## src/rtl/addr_latch_mapper_pkg.sv

```systemverilog
package addr_latch_mapper_pkg;
   localparam int BANK_FIELD_W = 6;
   localparam int BANK_W       = BANK_FIELD_W + 1;

   typedef struct packed {
      logic                    chip_sel;
      logic                    mirror_h;
      logic                    mode16;
      logic [BANK_FIELD_W-1:0] prg;
      logic [BANK_FIELD_W-1:0] chr;
   } bank_latch_t;

   localparam int LATCH_W = $bits(bank_latch_t);
endpackage

```

## src/rtl/mapper_bank_latch.sv

```systemverilog
module mapper_bank_latch
   import addr_latch_mapper_pkg::*;
(
   input  logic              clk,
   input  logic              rst_n,
   input  logic              load,
   input  logic [14:0]       addr_low,
   output bank_latch_t       lat
);
   always_ff @(posedge clk) begin
      if (!rst_n) begin
         lat <= '0;
      end else if (load) begin
         lat.chip_sel <= addr_low[14];
         lat.mirror_h <= addr_low[13];
         lat.mode16   <= addr_low[12];
         lat.prg      <= addr_low[2*BANK_FIELD_W-1:BANK_FIELD_W];
         lat.chr      <= addr_low[BANK_FIELD_W-1:0];
      end
   end
endmodule

```

## src/rtl/mapper_bank_calc.sv

```systemverilog
module mapper_bank_calc
   import addr_latch_mapper_pkg::*;
#(
   parameter bit MODE16_SUPPORT = 1'b1
)(
   input  bank_latch_t       lat,
   input  logic              win_hi,
   output logic [BANK_W-1:0] prg_bank,
   output logic [BANK_W-1:0] chr_bank
);
   logic [BANK_W-1:0] prg_full;

   assign prg_full = {lat.chip_sel, lat.prg};
   assign chr_bank = {lat.chip_sel, lat.chr};

   generate
      if (MODE16_SUPPORT) begin : g_dual_mode
         always_comb begin
            if (lat.mode16) prg_bank = prg_full;
            else            prg_bank = {prg_full[BANK_W-1:1], win_hi};
         end
      end else begin : g_fixed32
         logic unused_mode;
         assign unused_mode = lat.mode16;
         assign prg_bank = {prg_full[BANK_W-1:1], win_hi};
      end
   endgenerate
endmodule

```

## src/rtl/mapper_nibble_regs.sv

```systemverilog
module mapper_nibble_regs #(
   parameter int DEPTH  = 4,
   parameter int NIB_W  = 4,
   parameter int DATA_W = 8,
   localparam int IDX_W = (DEPTH > 1) ? $clog2(DEPTH) : 1
)(
   input  logic              clk,
   input  logic              rst_n,
   input  logic              wr,
   input  logic [IDX_W-1:0]  idx,
   input  logic [DATA_W-1:0] wdata,
   output logic [DATA_W-1:0] rdata
);
   logic [NIB_W-1:0] mem [DEPTH];

   generate
      if (NIB_W > DATA_W) begin : g_bad_width
         $error("NIB_W must not exceed DATA_W");
      end
      if ((DEPTH & (DEPTH - 1)) != 0) begin : g_bad_depth
         $error("DEPTH must be a power of two");
      end
   endgenerate

   always_ff @(posedge clk) begin
      if (!rst_n) begin
         for (int i = 0; i < DEPTH; i++) mem[i] <= '0;
      end else if (wr) begin
         mem[idx] <= wdata[NIB_W-1:0];
      end
   end

   generate
      if (NIB_W == DATA_W) begin : g_full
         assign rdata = mem[idx];
      end else begin : g_pad
         assign rdata = {{(DATA_W-NIB_W){1'b0}}, mem[idx]};
      end
   endgenerate
endmodule

```

## src/rtl/addr_latch_mapper.sv

```systemverilog
module addr_latch_mapper
   import addr_latch_mapper_pkg::*;
#(
   parameter int RF_DEPTH       = 4,
   parameter int RF_NIB_W       = 4,
   parameter bit MODE16_SUPPORT = 1'b1,
   localparam int RF_IDX_W      = (RF_DEPTH > 1) ? $clog2(RF_DEPTH) : 1
)(
   input  logic              clk,
   input  logic              rst_n,
   input  logic [15:0]       cpu_addr,
   input  logic [7:0]        cpu_wdata,
   input  logic              cpu_we,
   input  logic [7:0]        open_bus,
   output logic [BANK_W-1:0] prg_bank,
   output logic [BANK_W-1:0] chr_bank,
   output logic              mirror_horiz,
   output logic [7:0]        rdata,
   output logic              rdata_valid
);
   generate
      if (RF_DEPTH < 2 || RF_DEPTH > 2048) begin : g_bad_rf
         $error("RF_DEPTH must lie in 2..2048 to fit the register window");
      end
      if (BANK_FIELD_W != 6) begin : g_bad_field
         $error("latch layout needs a 6-bit bank field");
      end
   endgenerate

   bank_latch_t       lat;
   logic              in_upper;
   logic              in_regwin;
   logic [7:0]        rf_rdata;

   assign in_upper  = cpu_addr[15];
   assign in_regwin = (cpu_addr[15:11] == 5'b01011);

   mapper_bank_latch u_latch (
      .clk      (clk),
      .rst_n    (rst_n),
      .load     (cpu_we && in_upper),
      .addr_low (cpu_addr[14:0]),
      .lat      (lat)
   );

   mapper_bank_calc #(.MODE16_SUPPORT(MODE16_SUPPORT)) u_calc (
      .lat      (lat),
      .win_hi   (cpu_addr[14]),
      .prg_bank (prg_bank),
      .chr_bank (chr_bank)
   );

   mapper_nibble_regs #(.DEPTH(RF_DEPTH), .NIB_W(RF_NIB_W), .DATA_W(8)) u_regs (
      .clk   (clk),
      .rst_n (rst_n),
      .wr    (cpu_we && in_regwin),
      .idx   (cpu_addr[RF_IDX_W-1:0]),
      .wdata (cpu_wdata),
      .rdata (rf_rdata)
   );

   assign mirror_horiz = lat.mirror_h;
   assign rdata_valid  = in_regwin;
   assign rdata        = in_regwin ? rf_rdata : open_bus;
endmodule

```

## config.mk

```make
export PLATFORM = sky130hd
export DESIGN_NAME = addr_latch_mapper
export DESIGN_NICKNAME = d
export VERILOG_FILES = /design/src/rtl/addr_latch_mapper_pkg.sv /design/src/rtl/mapper_bank_latch.sv /design/src/rtl/mapper_bank_calc.sv /design/src/rtl/mapper_nibble_regs.sv /design/src/rtl/addr_latch_mapper.sv
export SDC_FILE = /design/constraint.sdc
export NUM_CORES = 1
export LEC_CHECK = 0
export ABC_AREA = 1
export CAP_MARGIN = 20
export CORE_ASPECT_RATIO = 1.75
export CORE_MARGIN = 5
export CORE_UTILIZATION = 47
export DETAILED_ROUTE_END_ITERATION = 7
export GPL_ROUTABILITY_DRIVEN = 0
export PLACE_DENSITY = 0.95
export SLEW_MARGIN = 10
export SYNTH_ARGS = -nofsm -noshare
export SYNTH_HDL_FRONTEND = slang
export SYNTH_SLANG_ARGS = --single-unit
```

## constraint.sdc

```tcl
create_clock -name clk -period 2.6 [get_ports clk]
set_clock_uncertainty 0.15 [all_clocks]
set_input_delay 0.78 -clock clk [delete_from_list [all_inputs] [get_ports clk]]
set_output_delay 0.78 -clock clk [all_outputs]
set_load 0.01 [all_outputs]
```

==> results <==
- The highest clock frequency the design can meet is 393.1 MHz.
- Following the worst setup path forward leads to its endpoint at rdata_valid.
- The average size of a mapped cell is 8.427 sq um.
- The kind of start point of the critical path is a primary input.
- Of the post-synthesis cell area, the dominant cell type holds 31.50%.
- The average routed wire per standard cell is 13.12 um.
- The overall global routing resource usage is 18.29%.
- The worst-case setup slack after placement is -0.8339 ns.
- The number of antenna violations at the first check in global routing was 0.
- 0 antenna diodes ended up in the layout.
- The x dimension of the die is 53.06 um.
- The worst setup path is captured at an output pin.
- The buffering stage count on the worst path with inverters included is 4.
- The number of different library cells in the post-synthesis netlist is 21.
- The first routing iteration left 34 violations.
- The first element of the critical path is cpu_addr[14].
- Counting cells, the worst reg-to-reg path comes to 2.
- The max-slew headroom at the worst pin is 81.02%.
- The clock tree from TritonCTS is built.
- In this run the worst path has a maximum fanout of 5.
- The maximum number of pins on one net before global-route repair is 21.
- The design draws 0.001154 W.
- The number of max-capacitance violations reported is 0.
- Dividing the detail-routed via count by the number of cells gives 4.739.
- The clock passes through at most 2 buffers.
- Hold timing on the final database bottoms out at a slack of 0.3354 ns.
- CTS built an H-tree with a depth of 2.
- For this run, the slowest stage of the critical path takes 0.29 ns.
- The portion of the clock cycle consumed by the worst path in the final layout is 97.85%.
- The final setup violation count is 0.
- The total standard cell area after synthesis is 1525 sq um.
- The first global-routing pass estimated 5.954 mm of wire.
- For this block, the routed nets add up to 3.727 mm of wire.
- The total via count in the routed design is 1346.
- The sink count of the clock tree is 31.
- The layout net count is 275.
- The number of hold buffers added after cts is 0.
- The data required time at the worst endpoint is 1.67 ns.
- The clock reaches the later pin of the worst-skew pair after 0.28 ns.
- The static leakage power is 0.9197 nW.
- The cell repeated most along the worst path is sky130_fd_sc_hd__dlygate4sd2_1.
- The slack of the worst reg-to-reg path is 1.81 ns.
- The worst setup path is of the primary input to output pin kind.
- IR analysis of the VDD net gives a maximum drop of 0.5163 mV.
- The largest area contributor in the netlist is sky130_fd_sc_hd__edfxtp_1.
- The top cell family by delay on the critical path is buffers and inverters.
- For this run, the number of Yosys warnings is 0.
- The final hold violation count is 0.
- The area added between synthesis and finish is 41.59%.
- The clock input transition at the sequential cells of the worst setup and hold paths is 0.06 ns.
- The root buffer cell chosen for the clock tree is sky130_fd_sc_hd__clkbuf_8.
- The proportion of synthesized chip area in sequential cells is 51.19%.
- The wire-length estimate of the detail-placed layout is 2.860 mm.
- The least setup slack across all paths after layout is 0.05583 ns.
- Setup repair after global routing left no endpoint under its margin.
- Before antenna repair, the detailed router went through 4 iterations.
- The tightest min-delay check is of the flop to flop type.
- Cells with a size suffix above 1 make up 21.58% of the layout.
- The detailed-route DRC error count is 0.
- The die covers 4529 sq um.
- The total count of max-transition violations in the final report was 0.
- The number of global-route vias before repair came to 1291.
- The clock buffer count from CTS is 5.
- The number of input and output port buffers inserted is 54.
- The count of non-filler cells in the finished layout is 284.
- The number of core rows is 27.
- The total instance count after detailed placement is 270.
- The post-route minimum period is 2.544 ns.
- The count of nets left with antenna violations after detail routing is 0.
- The number of cells produced by synthesis is 181.
- The height of the die is 85.36 um.
- The synthesized design contains 31 register bits.
- Counting every net in the synthesized netlist gives 216.
- The initial cell density of the core is 48.55%.
- The arrival time at the worst endpoint is 1.61 ns.
- In this run the critical register-to-register path is launched from u_latch.lat[14].
- For this run the aggregate overflow at the end of global routing stands at 0.
- 59 I/O pins were placed.
- The endpoint identified for the worst register-to-register timing path is u_latch.lat[14].
- The flow ran to the end, and the final reports show no timing, DRC or antenna violations.
- The signal on the critical path passes through dlygate4sd2_1 -> inv_2 -> nor2_4 -> nand2_4 -> clkinv_4 -> dlygate4sd2_1.
- In this run the power density over the cells is 534.4 nW/um^2.
- In this run the number of cells on the critical path is 6.
- In this run the standard cell core region covers 3142 sq um.
- The critical-path cell with the highest stage delay is sky130_fd_sc_hd__dlygate4sd2_1.
- The transition time at the pin with the least slew margin is 0.2843 ns.
- By area the synthesized netlist is led by sky130_fd_sc_hd__edfxtp_1 32%, sky130_fd_sc_hd__dfxtp_1 20%, sky130_fd_sc_hd__nor2_1 13%.
cell usage in the layout, fill, tap and decap left out:
| cell | n |
|---|---|
| sky130_fd_sc_hd__nor2_1 | 52 |
| sky130_fd_sc_hd__clkdlybuf4s50_1 | 37 |
| sky130_fd_sc_hd__o21ai_0 | 26 |
| sky130_fd_sc_hd__nand2_1 | 17 |
| sky130_fd_sc_hd__buf_4 | 16 |
| sky130_fd_sc_hd__edfxtp_1 | 16 |
| sky130_fd_sc_hd__dfxtp_1 | 15 |
| sky130_fd_sc_hd__inv_1 | 10 |
| sky130_fd_sc_hd__clkbuf_8 | 7 |
| sky130_fd_sc_hd__buf_2 | 7 |
| sky130_fd_sc_hd__clkbuf_2 | 5 |
| sky130_fd_sc_hd__o21ai_1 | 4 |
| sky130_fd_sc_hd__nor3_1 | 4 |
| sky130_fd_sc_hd__nor2_4 | 3 |
| sky130_fd_sc_hd__inv_2 | 3 |
| sky130_fd_sc_hd__nand3_2 | 3 |
| sky130_fd_sc_hd__a21oi_1 | 3 |
| sky130_fd_sc_hd__dlygate4sd2_1 | 3 |
| sky130_fd_sc_hd__nand2_2 | 2 |
| sky130_fd_sc_hd__clkinv_4 | 2 |
| sky130_fd_sc_hd__nand2_4 | 1 |
| sky130_fd_sc_hd__nand3_4 | 1 |
| sky130_fd_sc_hd__clkbuf_1 | 1 |
| sky130_fd_sc_hd__clkdlybuf4s15_1 | 1 |
| sky130_fd_sc_hd__clkdlybuf4s15_2 | 1 |
| sky130_fd_sc_hd__buf_6 | 1 |
routing by layer:
layer  share of wire, %  global-route usage [%]
met1                 33                   17.47
met2                 59                   34.16
met3                5.8                   5.448
met4                2.0                   7.674
met5                  0                       0
state kept, by name (all words and copies together) (netlist names):
| register | cells |
|---|---|
| u_latch.lat | 15 |
| u_regs.mem | 16 |
cells by family after synthesis:
group	synth area share, %
compound gates	10.83
buf+inv	12.96
simple gates	25.02
flops	51.19
report_power, final:
part / switching, W / internal (W) / total, W
Sequential: 0.0000121 / 0.000542 / 0.000554
Clock: 0.000169 / 0.000241 / 0.000410
Combinational: 0.0000896 / 0.000101 / 0.000190
Total: 0.000271 / 0.000884 / 0.00115
synthesized netlist by cell type (all sizes together):
library cell / n
a21oi: 3
buf: 18
clkbuf: 2
clkinv: 1
dfxtp: 15
edfxtp: 16
inv: 13
nand2: 20
nand3: 4
nor2: 55
nor3: 4
o21ai: 30
per-stage QoR:
stage	utilization [%]	area [sq um]	setup TNS, ns
floorplan	-	1525	0
global placement	65.87	2069	-6.053
detailed placement	65.87	2069	-6.590
CTS	69.18	2173	0
global route	68.74	2160	0
finish	68.74	2160	0
worst min-delay path by stage:
stage,from,to,slack (ns),cells after the start
after floorplan,u_latch.lat[6],u_latch.lat[6],0.30,2
after CTS,u_latch.lat[3],u_latch.lat[3],0.34,2
after global routing,u_latch.lat[13],u_latch.lat[13],0.37,2
after global placement,u_latch.lat[6],u_latch.lat[6],0.31,2
after detailed placement,u_latch.lat[13],u_latch.lat[13],0.32,2
final,u_latch.lat[7],u_latch.lat[7],0.34,2
cell type report:
class	count	area, sq um
tap	43	53.80
timing repair inverter	1	8.758
timing repair buffer	71	609.3
fill	249	982.2
multi-input combinational	116	549.3
clock buffer	8	100.1
sequential	31	780.7
inverter	14	57.56
worst reg2reg max path, cell delays in order (launching register included):
cell and delay [ns]:
sky130_fd_sc_hd__dfxtp_1 0.32, sky130_fd_sc_hd__o21ai_0 0.15, sky130_fd_sc_hd__a21oi_1 0.05
timing repair:
action	in CTS	in global routing
endpoints found under the setup margin	10	8
setup buffers	3	2
gates resized for setup	49	10
cloned	1	0
hold endpoints to repair	0	0
pin swaps	4	4
Power figures use the tool's default switching activity.
